File: src/rtl/serial_fir_pkg.sv
package serial_fir_pkg;

    typedef enum logic {
        FIR_IDLE = 1'b0,
        FIR_RUN  = 1'b1
    } fir_state_t;

    // Number of adder-tree levels needed to reduce TAPS streams to one.
    function automatic int level_count(input int taps);
        return (taps <= 1) ? 0 : $clog2(taps);
    endfunction

    // Streams present at a given tree level.
    function automatic int nodes_at(input int taps, input int lvl);
        return (taps + (1 << lvl) - 1) >> lvl;
    endfunction

endpackage

File: src/rtl/serial_fir_wdelay.sv
module serial_fir_wdelay #(
    parameter int LEN = 16
) (
    input  logic clk,
    input  logic rst_n,
    input  logic d,
    output logic q
);
    logic [LEN-1:0] sr_q;

    always_ff @(posedge clk or negedge rst_n) begin
        if (!rst_n) begin
            sr_q <= '0;
        end else begin
            sr_q <= {sr_q[LEN-2:0], d};
        end
    end

    assign q = sr_q[LEN-1];
endmodule

File: src/rtl/serial_fir_mult.sv
module serial_fir_mult #(
    parameter int                        COEF_W = 6,
    parameter logic signed [COEF_W-1:0]  COEF   = '0
) (
    input  logic clk,
    input  logic rst_n,
    input  logic clr,
    input  logic hold,
    input  logic y_in,
    output logic p_out
);
    localparam int AW = COEF_W + 2;

    logic signed [AW-1:0] part_q;
    logic signed [AW-1:0] base;
    logic signed [AW-1:0] addend;
    logic signed [AW-1:0] sum;
    logic signed [AW-1:0] coef_ext;

    assign coef_ext = {{2{COEF[COEF_W-1]}}, COEF};

    always_comb begin
        base   = clr ? '0 : part_q;
        addend = y_in ? coef_ext : '0;
        sum    = base + addend;
    end

    always_ff @(posedge clk or negedge rst_n) begin
        if (!rst_n) begin
            part_q <= '0;
            p_out  <= 1'b0;
        end else if (hold) begin
            part_q <= '0;
            p_out  <= 1'b0;
        end else begin
            part_q <= sum >>> 1;
            p_out  <= sum[0];
        end
    end


    mult_first_bit_chk: assert property (@(posedge clk) disable iff (!rst_n)
        (clr && !hold) |=> (p_out == $past(y_in & COEF[0])));
endmodule

File: src/rtl/serial_fir_sadd.sv
module serial_fir_sadd (
    input  logic clk,
    input  logic rst_n,
    input  logic clr,
    input  logic a,
    input  logic b,
    output logic s
);
    logic carry_q;
    logic cin;

    assign cin = clr ? 1'b0 : carry_q;

    always_ff @(posedge clk or negedge rst_n) begin
        if (!rst_n) begin
            carry_q <= 1'b0;
            s       <= 1'b0;
        end else begin
            carry_q <= (a & b) | (a & cin) | (b & cin);
            s       <= a ^ b ^ cin;
        end
    end


    add_first_bit_chk: assert property (@(posedge clk) disable iff (!rst_n)
        clr |=> (s == $past(a ^ b)));
endmodule

File: src/rtl/serial_fir_tree.sv
module serial_fir_tree
    import serial_fir_pkg::*;
#(
    parameter int TAPS = 4,
    localparam int LEVELS = level_count(TAPS),
    localparam int CW     = (LEVELS > 0) ? LEVELS : 1
) (
    input  logic            clk,
    input  logic            rst_n,
    input  logic [CW-1:0]   clr_lvl,
    input  logic [TAPS-1:0] prod,
    output logic            sum_out
);
    logic node [0:LEVELS][0:TAPS-1];

    for (genvar j = 0; j < TAPS; j++) begin : g_lvl0
        assign node[0][j] = prod[j];
    end

    for (genvar l = 0; l < LEVELS; l++) begin : g_lvl
        localparam int NIN  = nodes_at(TAPS, l);
        localparam int NOUT = nodes_at(TAPS, l + 1);
        for (genvar j = 0; j < TAPS; j++) begin : g_node
            if (j < NOUT) begin : g_used
                if (2 * j + 1 < NIN) begin : g_add
                    serial_fir_sadd u_add (
                        .clk   (clk),
                        .rst_n (rst_n),
                        .clr   (clr_lvl[l]),
                        .a     (node[l][2*j]),
                        .b     (node[l][2*j+1]),
                        .s     (node[l+1][j])
                    );
                end else begin : g_pass
                    always_ff @(posedge clk or negedge rst_n) begin
                        if (!rst_n) begin
                            node[l+1][j] <= 1'b0;
                        end else begin
                            node[l+1][j] <= node[l][2*j];
                        end
                    end
                end
            end else begin : g_none
                assign node[l+1][j] = 1'b0;
            end
        end
    end

    assign sum_out = node[LEVELS][0];
endmodule

File: src/rtl/serial_fir.sv
module serial_fir
    import serial_fir_pkg::*;
#(
    parameter int TAPS   = 4,
    parameter int DATA_W = 8,
    parameter int COEF_W = 6,
    parameter logic [TAPS-1:0][COEF_W-1:0] COEFS = {6'h20, 6'h1F, 6'h3D, 6'h05}
) (
    input  logic clk,
    input  logic rst_n,
    input  logic word_start,
    input  logic din,
    output logic dout,
    output logic cascade_out
);
    localparam int LEVELS = level_count(TAPS);
    localparam int WORD_W = DATA_W + COEF_W + LEVELS;
    localparam int CW     = (LEVELS > 0) ? LEVELS : 1;

    fir_state_t state_q;
    fir_state_t state_d;
    logic       mult_hold;
    logic [CW-1:0]   clr_q;
    logic [TAPS:0]   tap_in;
    logic [TAPS-1:0] prod;

    // Sequencer: state register
    always_ff @(posedge clk or negedge rst_n) begin
        if (!rst_n) begin
            state_q <= FIR_IDLE;
        end else begin
            state_q <= state_d;
        end
    end

    // Sequencer: next state
    always_comb begin
        state_d = state_q;
        unique case (state_q)
            FIR_IDLE: if (word_start) state_d = FIR_RUN;
            FIR_RUN:  state_d = FIR_RUN;
            default:  state_d = FIR_IDLE;
        endcase
    end

    // Sequencer: outputs
    always_comb begin
        mult_hold = 1'b0;
        unique case (state_q)
            FIR_IDLE: mult_hold = !word_start;
            FIR_RUN:  mult_hold = 1'b0;
            default:  mult_hold = 1'b1;
        endcase
    end

    // Clear pulse delayed one stage per tree level
    always_ff @(posedge clk or negedge rst_n) begin
        if (!rst_n) begin
            clr_q <= '0;
        end else begin
            clr_q[0] <= word_start;
            for (int i = 1; i < CW; i++) begin
                clr_q[i] <= clr_q[i-1];
            end
        end
    end

    assign tap_in[0] = din;

    for (genvar i = 0; i < TAPS; i++) begin : g_tap
        serial_fir_wdelay #(.LEN(WORD_W)) u_dly (
            .clk   (clk),
            .rst_n (rst_n),
            .d     (tap_in[i]),
            .q     (tap_in[i+1])
        );

        serial_fir_mult #(.COEF_W(COEF_W), .COEF(COEFS[i])) u_mul (
            .clk   (clk),
            .rst_n (rst_n),
            .clr   (word_start),
            .hold  (mult_hold),
            .y_in  (tap_in[i]),
            .p_out (prod[i])
        );
    end

    serial_fir_tree #(.TAPS(TAPS)) u_tree (
        .clk     (clk),
        .rst_n   (rst_n),
        .clr_lvl (clr_q),
        .prod    (prod),
        .sum_out (dout)
    );

    assign cascade_out = tap_in[TAPS];


    idle_quiet_chk: assert property (@(posedge clk) disable iff (!rst_n)
        (state_q == FIR_IDLE) |-> !dout);


    run_sticky_chk: assert property (@(posedge clk) disable iff (!rst_n)
        (state_q == FIR_RUN) |=> (state_q == FIR_RUN));


    idle_exit_chk: assert property (@(posedge clk) disable iff (!rst_n)
        (state_q == FIR_IDLE && word_start) |=> (state_q == FIR_RUN));


    out_known_chk: assert property (@(posedge clk) disable iff (!rst_n)
        !$isunknown({dout, cascade_out}));
endmodule

File: config.mk
export PLATFORM = sky130hd
export DESIGN_NAME = serial_fir
export DESIGN_NICKNAME = d
export VERILOG_FILES = /design/src/rtl/serial_fir_pkg.sv /design/src/rtl/serial_fir_wdelay.sv /design/src/rtl/serial_fir_mult.sv /design/src/rtl/serial_fir_sadd.sv /design/src/rtl/serial_fir_tree.sv /design/src/rtl/serial_fir.sv
export SDC_FILE = /design/constraint.sdc
export NUM_CORES = 1
export LEC_CHECK = 0
export CORE_AREA = 4 4 84 86
export CTS_BUF_LIST = sky130_fd_sc_hd__clkbuf_8
export CTS_CLUSTER_SIZE = 24
export DETAILED_ROUTE_END_ITERATION = 10
export DIE_AREA = 0 0 88 90
export PLACE_DENSITY = 0.75
export SYNTH_ARGS = -nofsm -noshare
export SYNTH_HDL_FRONTEND = slang
export SYNTH_SLANG_ARGS = --single-unit
File: constraint.sdc
create_clock -name clk -period 5.81 [get_ports clk]
set_clock_uncertainty 0.2 [all_clocks]
set_input_delay 0.8715 -clock clk [delete_from_list [all_inputs] [get_ports clk]]
set_output_delay 0.8715 -clock clk [all_outputs]
set_load 0.02 [all_outputs]
==> results.py, run 1 <==
metrics = {
    "cts": {
        "insertion_delay_ps": 350,
        "hold_buffers": 0,
        "numCtsBuffers": 9,
        "cts_tree": "done",
        "clock_tree.root_cell": "clkbuf_8",
        "clockBufferDepth": 2,
        "ctsResizeCount": 0,
        "clkTransAtPathRegs_ps": 90,
        "clkSinkCount": 105,
        "cts_setup_buffers": 0,
        "cts_max_level": 3,
    },
    "critical_path": {
        "start_kind": "input port",
        "cp.arrival_ps": 3190,
        "crit_path_end_kind": "register",
        "path_class": "input port to register",
        "cp_data_required_time_ps": 5830,
        "critPathMaxFanout": 25,
    },
    "power_and_ir_drop": {
        "p_leak_nw": 1.93,
        "sequentialPowerShare": 0.555,
        "ir_drop_mv": 0.236,
        "powerDensity_nw_per_um2": 370,
        "p_int_w": 0.00114,
        "pwr-share-clk": 0.310,
        "swShare": 0.238,
        "netSwitchingPower_w": 0.000355,
        "p_comb_frac": 0.136,
    },
    "cells_and_area": {
        "area_growth_pct": 9.08,
        "n_antenna_cell": 0,
        "fillers": 463,
        "fin_nets": 284,
        "stdcell_area_um2": 4040,
        "drive_gt1_frac": 0.0763,
        "multi_input_area_um2": 1040,
        "ff_latch_area_um2": 2630,
    },
    "die": {
        "die_width_um": 88,
        "core_area_um2": 6280,
        "initial_core_util": 0.590,
        "die_h_um": 90,
        "die-area_um2": 7920,
        "rows": 29,
        "pin_count": 6,
    },
    "logic_synthesis": {
        "synth.avg_cell_area_um2": 15.0,
        "synth-edff-count": 0,
        "ys_seq_area_frac": 0.709,
        "synth_top_family_by_area": "simple AND/OR/NAND/NOR gates",
        "synth.cell_area_um2": 3700,
        "synth_common_cells": "dfrtp_1 (105), ha_1 (16), and2_1 (14), and2b_1 (14), nor2_1 (14)",
        "synth_top_cells_by_area": "dfrtp_1 (71%), ha_1 (5.4%), and2b_1 (2.8%)",
        "synth.ff_latch_count": 105,
        "syn_nets": 272,
        "synth-compound-area-share": 0.0517,
        "async_flop_share": 1.00,
        "synth_top_area_cell": "dfrtp_1",
        "syn_inst": 247,
        "synth_mux_area_frac": 0.00574,
        "synth_top_flop_cell": "dfrtp_1",
        "yosys_warnings": 0,
        "synth_fa_ha_area_frac": 0.0811,
        "synth-xor-area-share": 0.0213,
        "synth.most_common_cell": "dfrtp_1",
        "synthSimpleGateAreaFrac": 0.122,
        "yosys.cell_types.count": 39,
        "yosys.area.top_type_share": 0.709,
    },
    "detailed_routing": {
        "first_pass_iters": 4,
        "vias_per_cell": 5.25,
        "ant_nets": 0,
        "drc": 0,
        "via_count": 1781,
        "wl_per_cell_um": 14.4,
        "drt-total-wl_um": 4890,
        "drtIter0Drc": 84,
    },
    "placed_design": {
        "postPlaceCellArea_um2": 3840,
        "gp_congestion": 0.780,
        "dp_hpwl_um": 3030,
        "port-buffer-count": 5,
    },
    "grt": {
        "grt_max_degree": 59,
        "antenna_found_initial": 0,
        "grt_pass1_wl_um": 8800,
        "grt_overflow_total": 0,
        "grt_pass1_vias": 1848,
        "grt_usage": 0.146,
    },
    "worst_hold_path": {
        "hold_path_class": "register to register",
    },
    "sta": {
        "slew_headroom": 0.500,
        "setup_violations": 0,
        "period_minus_slack_ps": 3180,
        "fin_tns_setup_ps": 0,
        "fmax_ghz": 0.315,
        "hold_viol_final": 0,
        "worstMarginPinSlew_ps": 748,
        "rsz0062_at_grt": "no",
        "drv_slew": 0,
        "finalCritPeriodShare": 0.547,
    },
    "flow_run": {
        "maxCapViolCount": 0,
    },
    "run_status": {
        "status": "finished clean",
    },
}
==> power by group through the flow <==
stage                     combinational, W  sequential, W  clock (W)
after floorplan                   0.000145       0.000842          0
after global placement            0.000197       0.000844          0
after detailed placement          0.000203       0.000846          0
after CTS                         0.000206       0.000832   0.000479
after global routing              0.000234       0.000837   0.000510
final                             0.000203       0.000829   0.000463
==> path summary, 6_finish.rpt <==
kind,startpoint,to,slack (ps),depth (start not counted)
worst max-delay path,word_start,g_tap[1].u_mul.part_q[4],2630,7
worst min-delay path,g_tap[1].u_dly.sr_q[12],g_tap[1].u_dly.sr_q[13],150,0
worst max register to register,g_tap[1].u_dly.sr_q[15],g_tap[2].u_mul.part_q[3],3690,6
worst min register to register,g_tap[1].u_dly.sr_q[12],g_tap[1].u_dly.sr_q[13],150,0
max in group asynchronous,rst_n,g_tap[0].u_mul.part_q[4],4000,2
min in group asynchronous,rst_n,g_tap[3].u_dly.sr_q[6],300,1
==> cells in the final DEF, fill, tap and decap left out, drive strengths merged, types with 2 or more instances in the layout <==
master         netlist  final
nor3b                3      3
nor2                15     15
a21o                 3      3
o211a                2      2
nand2                5      5
inv                  4      5
and2b               14     14
xnor2                5      5
o21ai                4      4
bufinv               0      2
a211oi               5      5
xor2                 4      4
dfrtp              105    105
nand3                2      2
nand4                2      2
o211ai               2      2
nor3                 3      3
fa                   5      5
clkdlybuf4s50        0      4
nand2b               3      3
ha                  16     16
clkbuf               4      9
and2                14     14
nor2b                8      8
buf                  1      2
a21oi                5      5
==> layer usage <==
metal	GRT usage	share of wire
met5	0	0
met4	0.0806	0.021
met3	0.0384	0.026
met2	0.204	0.45
met1	0.208	0.50
==> sequential cells by signal, indices dropped and copies added (netlist names) <==
name / count
u_tree.g_lvl.g_node.g_used.g_add.u_add.s: 3
u_tree.g_lvl.g_node.g_used.g_add.u_add.carry_q: 3
g_tap.u_dly.sr_q: 64
g_tap.u_mul.part_q: 28
g_tap.u_mul.p_out: 4
state_q: 1
clr_q: 2
==> final cells by class <==
| cell class | count | area share |
|---|---|---|
| clock buffers | 9 | 0.0307 |
| clock inverters | 5 | 0.0201 |
| inverters | 4 | 0.00372 |
| multi-input cells | 133 | 0.258 |
| flip-flops and latches | 105 | 0.650 |
| well taps | 77 | 0.0238 |
| repair buffers | 6 | 0.0136 |
==> through the flow <==
step,hold slack [ps],cells,power [W],setup slack (ps),util
finish,150,339,0.00150,2630,0.644
global route,162,339,0.00158,2420,0.644
CTS,157,339,0.00152,2630,0.644
detailed placement,136,325,0.00105,2240,0.611
global placement,134,325,0.00104,2290,0.611
floorplan,131,247,0.000987,2980,-
==> critical path, stage by stage <==
cell             delay (ps)
clkdlybuf4s50_1         950
and2b_1                 270
ha_1                    210
or3_1                   370
o2bb2ai_1               260
xor2_1                  190
nor2_1                   70
==> logic make-up (layout without fill, tap and decap cells) <==
group | after synthesis | in the layout
buffers and inverters | 9 | 24
muxes | 2 | 2
DFF | 105 | 105
AOI/OAI and AO/OA | 26 | 26
adders and majority gates | 21 | 21
xor gates and xnor gates | 9 | 9
and+or+nand+nor | 75 | 75
Power figures use the tool's default switching activity.
==> inputs of run 2 (changes only) <==
- clock period: 5.81 -> 3.3 ns (I/O delays scaled with it)
==> run 2 against run 1 <==
  * The run now ends with negative hold slack left
  * Combinational power rose by 77%
  * Sequential power rose by 76%
  * Clock power rose by 74%
  * Non-clock buffer count rose by 6
  * Total power rose by 76%
  * Worst hold slack got worse by 160 ps
  * Critical endpoint unchanged
  * Final cell count rose by 2.4%
==> results.py, run 2 (synthesized netlist as in run 1, its figures left out) <==
metrics = {
    "run_status": {
        "status": "complete, but fails checks",
        "violations": "negative hold slack",
    },
    "critical_path": {
        "endpoint": "g_tap[1].u_mul.part_q[4]",
        "critPathSlowestCell": "clkdlybuf4s50_1",
        "path_class": "input port to register",
        "start_kind": "input port",
        "ff2ff_setup_slack_ps": 1160,
        "cp.arrival_ps": 2500,
        "cp.depth": 8,
        "worstReg2RegStart": "g_tap[1].u_dly.sr_q[15]",
        "cp_cell_sequence": "clkdlybuf4s50_1 -> buf_4 -> and2b_1 -> ha_1 -> or3_1 -> o2bb2ai_1 -> xor2_1 -> nor2_1",
        "max_stage_delay_ps": 580,
        "regToRegEndpoint": "g_tap[2].u_mul.part_q[3]",
        "cp_data_required_time_ps": 3360,
        "crit_path_end_kind": "register",
        "critPathMaxFanout": 14,
        "rr_worst_depth": 6,
        "startpoint": "word_start",
        "crit_family": "buffers and inverters",
        "crit_buf_inv": 2,
    },
    "grt": {
        "antenna_found_initial": 0,
        "grtUsageMet3": 0.0521,
        "use_met2": 0.204,
        "grt_overflow_total": 0,
        "grt_pass1_vias": 1875,
        "grt_use_met1": 0.214,
        "grt_pass1_wl_um": 8890,
        "busiest_layer": "met1",
        "grt_usage": 0.148,
        "grt_max_degree": 61,
    },
    "cells_and_area": {
        "fin_nets": 290,
        "largest_reg_flops": 64,
        "top_regs": "g_tap.u_dly.sr_q x64, g_tap.u_mul.part_q x28, g_tap.u_mul.p_out x4",
        "layout_commonest_cell": "dfrtp_1",
        "regMostFlops": "g_tap.u_dly.sr_q",
        "layout_common_cells": "dfrtp_1 (105), ha_1 (16), and2b_1 (14), and2_1 (14), nor2_1 (14)",
        "area_growth_pct": 10.7,
        "drive_gt1_frac": 0.104,
        "n_antenna_cell": 0,
        "instances_no_fill": 347,
    },
    "cts": {
        "clkSinkCount": 105,
        "clock_tree.root_cell": "clkbuf_8",
        "ctsResizeCount": 0,
        "insertion_delay_ps": 360,
        "clockBufferDepth": 2,
        "hold_buffers": 0,
        "numCtsBuffers": 9,
        "cts_max_level": 3,
        "clkTransAtPathRegs_ps": 90,
        "cts_tree": "done",
        "cts_setup_buffers": 0,
    },
    "power_and_ir_drop": {
        "p_leak_nw": 1.97,
        "powerDensity_nw_per_um2": 640,
        "ir_drop_mv": 0.431,
    },
    "sta": {
        "period_minus_slack_ps": 2450,
        "timing.hold.ws_ps": -11.4,
        "finalCritPeriodShare": 0.741,
        "drv_slew": 0,
        "hold_viol_final": 10,
        "fmax_ghz": 0.409,
        "rsz0062_at_grt": "no",
        "slew_headroom": 0.503,
        "worstMarginPinSlew_ps": 746,
        "setup_violations": 0,
        "fin_tns_setup_ps": 0,
        "setup_ws_ps": 853,
    },
    "detailed_routing": {
        "wl_per_cell_um": 14.9,
        "via_count": 1793,
        "drc": 0,
        "ant_nets": 0,
        "first_pass_iters": 6,
        "vias_per_cell": 5.17,
        "drtIter0Drc": 38,
        "drt-total-wl_um": 5160,
    },
    "die": {
        "die-area_um2": 7920,
        "initial_core_util": 0.590,
        "rows": 29,
        "die_width_um": 88,
        "core_area_um2": 6280,
        "die_h_um": 90,
        "pin_count": 6,
    },
    "worst_hold_path": {
        "hold_path_class": "input port to asynchronous set/reset pin",
    },
    "flow_run": {
        "maxCapViolCount": 0,
    },
    "placed_design": {
        "placed_cells": 331,
        "gp_congestion": 0.783,
        "pre_cts_ws_ps": 447,
        "dp_hpwl_um": 3270,
        "port-buffer-count": 5,
    },
}
[run 2: cell types whose count changed in the layout (fill, tap and decap cells not counted)]
cell,previous run,this run
buf_12,0,1
buf_4,2,7
bufinv_16,2,1
clkbuf_8,9,10
clkinvlp_4,1,0
inv_6,1,4
[run 2: final cells by class]
| class | instances | area (um2) |
|---|---|---|
| well taps | 77 | 96.3 |
| repair buffers | 12 | 113 |
| fillers | 468 | 2180 |
| clock buffers | 10 | 138 |
| clock inverters | 6 | 70.1 |
| multi-input cells | 133 | 1040 |
| flip-flops and latches | 105 | 2630 |
| inverters | 4 | 15.0 |
[run 2: worst min-delay path by stage]
stage                                 from                 endpoint  slack, ps  depth (start not counted)
floorplan                            rst_n                 clr_q[0]       -0.6                          0
global placement    g_tap[2].u_dly.sr_q[0]   g_tap[2].u_dly.sr_q[1]        130                          0
detailed placement  g_tap[2].u_dly.sr_q[8]   g_tap[2].u_dly.sr_q[9]        140                          0
CTS                                  rst_n   g_tap[3].u_dly.sr_q[7]         10                          1
global route                         rst_n   g_tap[3].u_dly.sr_q[9]         40                          1
finish                               rst_n  g_tap[3].u_dly.sr_q[10]        -10                          1
[run 2: power breakdown]
group	switching, W	internal (W)	leakage [nW]	total (W)
combinational	0.000187	0.000172	0.570	0.000359
clock	0.000423	0.000381	0.108	0.000804
sequential	0.0000444	0.00142	1.29	0.00146
total	0.000655	0.00197	1.97	0.00263
[run 2: per-stage QoR]
step	cell area (um2)	power, W	hold WS, ps	utilization
2_1_floorplan	3700	0.00174	-0.591	-
3_3_place_gp	3890	0.00184	134	0.620
3_5_place_dp	3890	0.00185	136	0.620
4_1_cts	4100	0.00266	9.87	0.653
5_1_grt	4100	0.00278	37.2	0.653
6_report	4100	0.00263	-11.4	0.653
[run 2: layer usage]
layer  wire length (um)  vias up
met4                 73        0
li1                   -      861
met2               2340       21
met1               2570      903
met5                  0        -
met3                174        8
==> inputs of run 3 (changes only) <==
- clock period: 3.3 -> 2.46 ns (I/O delays scaled with it)
==> run 3 against run 2 <==
  * The run now ends clean
  * Worst hold slack better by 160 ps
  * First-iteration DRC count up 61%
  * Clock power up 18%
  * Die area unchanged
  * Total power up 31%
  * Critical endpoint is now g_tap[2].u_mul.part_q[6]
  * Largest power group unchanged
  * Highest routed layer unchanged
==> results.py, run 3 (synthesized netlist as in run 1, its figures left out) <==
metrics = {
    "placed_design": {
        "pre_cts_ws_ps": -152,
        "dp_hpwl_um": 3140,
        "postPlaceCellArea_um2": 4000,
        "gp_congestion": 0.776,
        "port-buffer-count": 5,
    },
    "cells_and_area": {
        "finish.utilization": 0.667,
        "fin_nets": 303,
        "top_regs": "g_tap.u_dly.sr_q x64, g_tap.u_mul.part_q x28, g_tap.u_mul.p_out x4",
        "layout_common_cells": "dfrtp_1 (105), buf_4 (18), ha_1 (16)",
        "layout_commonest_cell": "dfrtp_1",
        "stdcell_area_um2": 4190,
        "largest_reg_flops": 64,
        "regMostFlops": "g_tap.u_dly.sr_q",
        "n_antenna_cell": 0,
        "drive_gt1_frac": 0.138,
        "area_growth_pct": 13.0,
    },
    "cts": {
        "cts_max_level": 3,
        "insertion_delay_ps": 350,
        "cts_setup_buffers": 0,
        "numCtsBuffers": 9,
        "clkSinkCount": 105,
        "cts_tree": "done",
        "clkTransAtPathRegs_ps": 90,
        "clock_tree.root_cell": "clkbuf_8",
        "ctsResizeCount": 0,
        "clockBufferDepth": 2,
    },
    "power_and_ir_drop": {
        "p_int_w": 0.00257,
        "netSwitchingPower_w": 0.000866,
        "ir_drop_mv": 0.615,
        "pwr-share-clk": 0.277,
        "sequentialPowerShare": 0.570,
        "powerDensity_nw_per_um2": 821,
        "swShare": 0.252,
        "p_comb_frac": 0.153,
        "p_leak_nw": 2.02,
    },
    "grt": {
        "grtUsageMet3": 0.0484,
        "grt_pass1_vias": 1913,
        "busiest_layer": "met1",
        "grt_usage": 0.146,
        "grt_pass1_wl_um": 8870,
        "antenna_found_initial": 0,
        "grt_max_degree": 48,
        "use_met2": 0.206,
        "grt_use_met1": 0.210,
        "grt_overflow_total": 0,
    },
    "die": {
        "pin_count": 6,
        "die-area_um2": 7920,
        "die_width_um": 88,
        "core_area_um2": 6280,
        "rows": 29,
        "initial_core_util": 0.590,
        "die_h_um": 90,
    },
    "detailed_routing": {
        "first_pass_iters": 5,
        "drc": 0,
        "via_count": 1834,
        "drt-total-wl_um": 4970,
        "vias_per_cell": 5.09,
        "drtIter0Drc": 61,
        "ant_nets": 0,
        "wl_per_cell_um": 13.8,
    },
    "sta": {
        "drv_slew": 0,
        "setup_ws_ps": 195,
        "finalCritPeriodShare": 0.921,
        "period_minus_slack_ps": 2270,
        "rsz0062_at_grt": "no",
        "worstMarginPinSlew_ps": 559,
        "fmax_ghz": 0.441,
        "setup_violations": 0,
        "slew_headroom": 0.627,
        "hold_viol_final": 0,
    },
    "critical_path": {
        "cp_data_required_time_ps": 2520,
        "crit_path_end_kind": "register",
        "start_kind": "input port",
        "path_class": "input port to register",
        "critPathMaxFanout": 16,
        "rr_worst_depth": 6,
        "cp.arrival_ps": 2320,
    },
    "run_status": {
        "status": "finished clean",
    },
    "worst_hold_path": {
        "hold_path_class": "register to register",
        "min_path_cells": 0,
    },
    "flow_run": {
        "maxCapViolCount": 0,
    },
}
==> run 3: critical path, cell delays in order <==
cell and delay, ps:
clkdlybuf4s50_1 510, buf_12 140, and2b_1 210, ha_1 290
a211oi_1 270, nor2_1 130, o211a_1 210, a211oi_1 180
==> run 3: final timing paths <==
| kind | endpoint | slack, ps | start |
|---|---|---|---|
| worst max-delay path | g_tap[2].u_mul.part_q[6] | 190 | word_start |
| worst min-delay path | g_tap[3].u_dly.sr_q[6] | 150 | g_tap[3].u_dly.sr_q[5] |
| max in group asynchronous | g_tap[3].u_dly.sr_q[3] | 1090 | rst_n |
| worst min register to register | g_tap[3].u_dly.sr_q[6] | 150 | g_tap[3].u_dly.sr_q[5] |
| min in group asynchronous | g_tap[3].u_dly.sr_q[13] | 350 | rst_n |
| worst max register to register | g_tap[2].u_mul.part_q[3] | 380 | g_tap[1].u_dly.sr_q[15] |
==> run 3: cell type report <==
| cell class | instances | area [um2] |
|---|---|---|
| fill | 462 | 2090 |
| multi-input combinational | 133 | 1040 |
| clock inverter | 6 | 43.8 |
| timing repair buffer | 25 | 225 |
| clock buffer | 10 | 138 |
| tap | 77 | 96.3 |
| sequential | 105 | 2630 |
| inverter | 4 | 15.0 |
==> run 3: through the flow <==
step | hold WS [ps] | total power, W | instances | setup TNS [ps]
after floorplan | -127 | 0.00233 | 247 | 0
after global placement | 133 | 0.00251 | 343 | -284
after detailed placement | 135 | 0.00253 | 343 | -534
after CTS | 156 | 0.00350 | 360 | 0
after global routing | 159 | 0.00366 | 360 | 0
final | 152 | 0.00344 | 360 | 0
==> run 3: routing by layer <==
| metal | wire length, um | vias up |
|---|---|---|
| li1 | - | 890 |
| met1 | 2530 | 917 |
| met2 | 2230 | 20 |
| met3 | 131 | 7 |
| met4 | 78 | 0 |
| met5 | 0 | - |
==> run 3: power by group through the flow <==
stage                     Combinational, W  Sequential [W]  Clock [W]
after CTS                         0.000537         0.00197   0.000995
after floorplan                   0.000342         0.00199          0
after global routing              0.000610         0.00198    0.00106
after global placement            0.000517         0.00199          0
after detailed placement          0.000528         0.00200          0
final                             0.000528         0.00196   0.000952
==> run 3: what timing repair did <==
| action | CTS | global route |
|---|---|---|
| hold endpoints to repair | 42 | 0 |
| hold buffers | 1 | 0 |
| endpoints found under the setup margin | 0 | 0 |
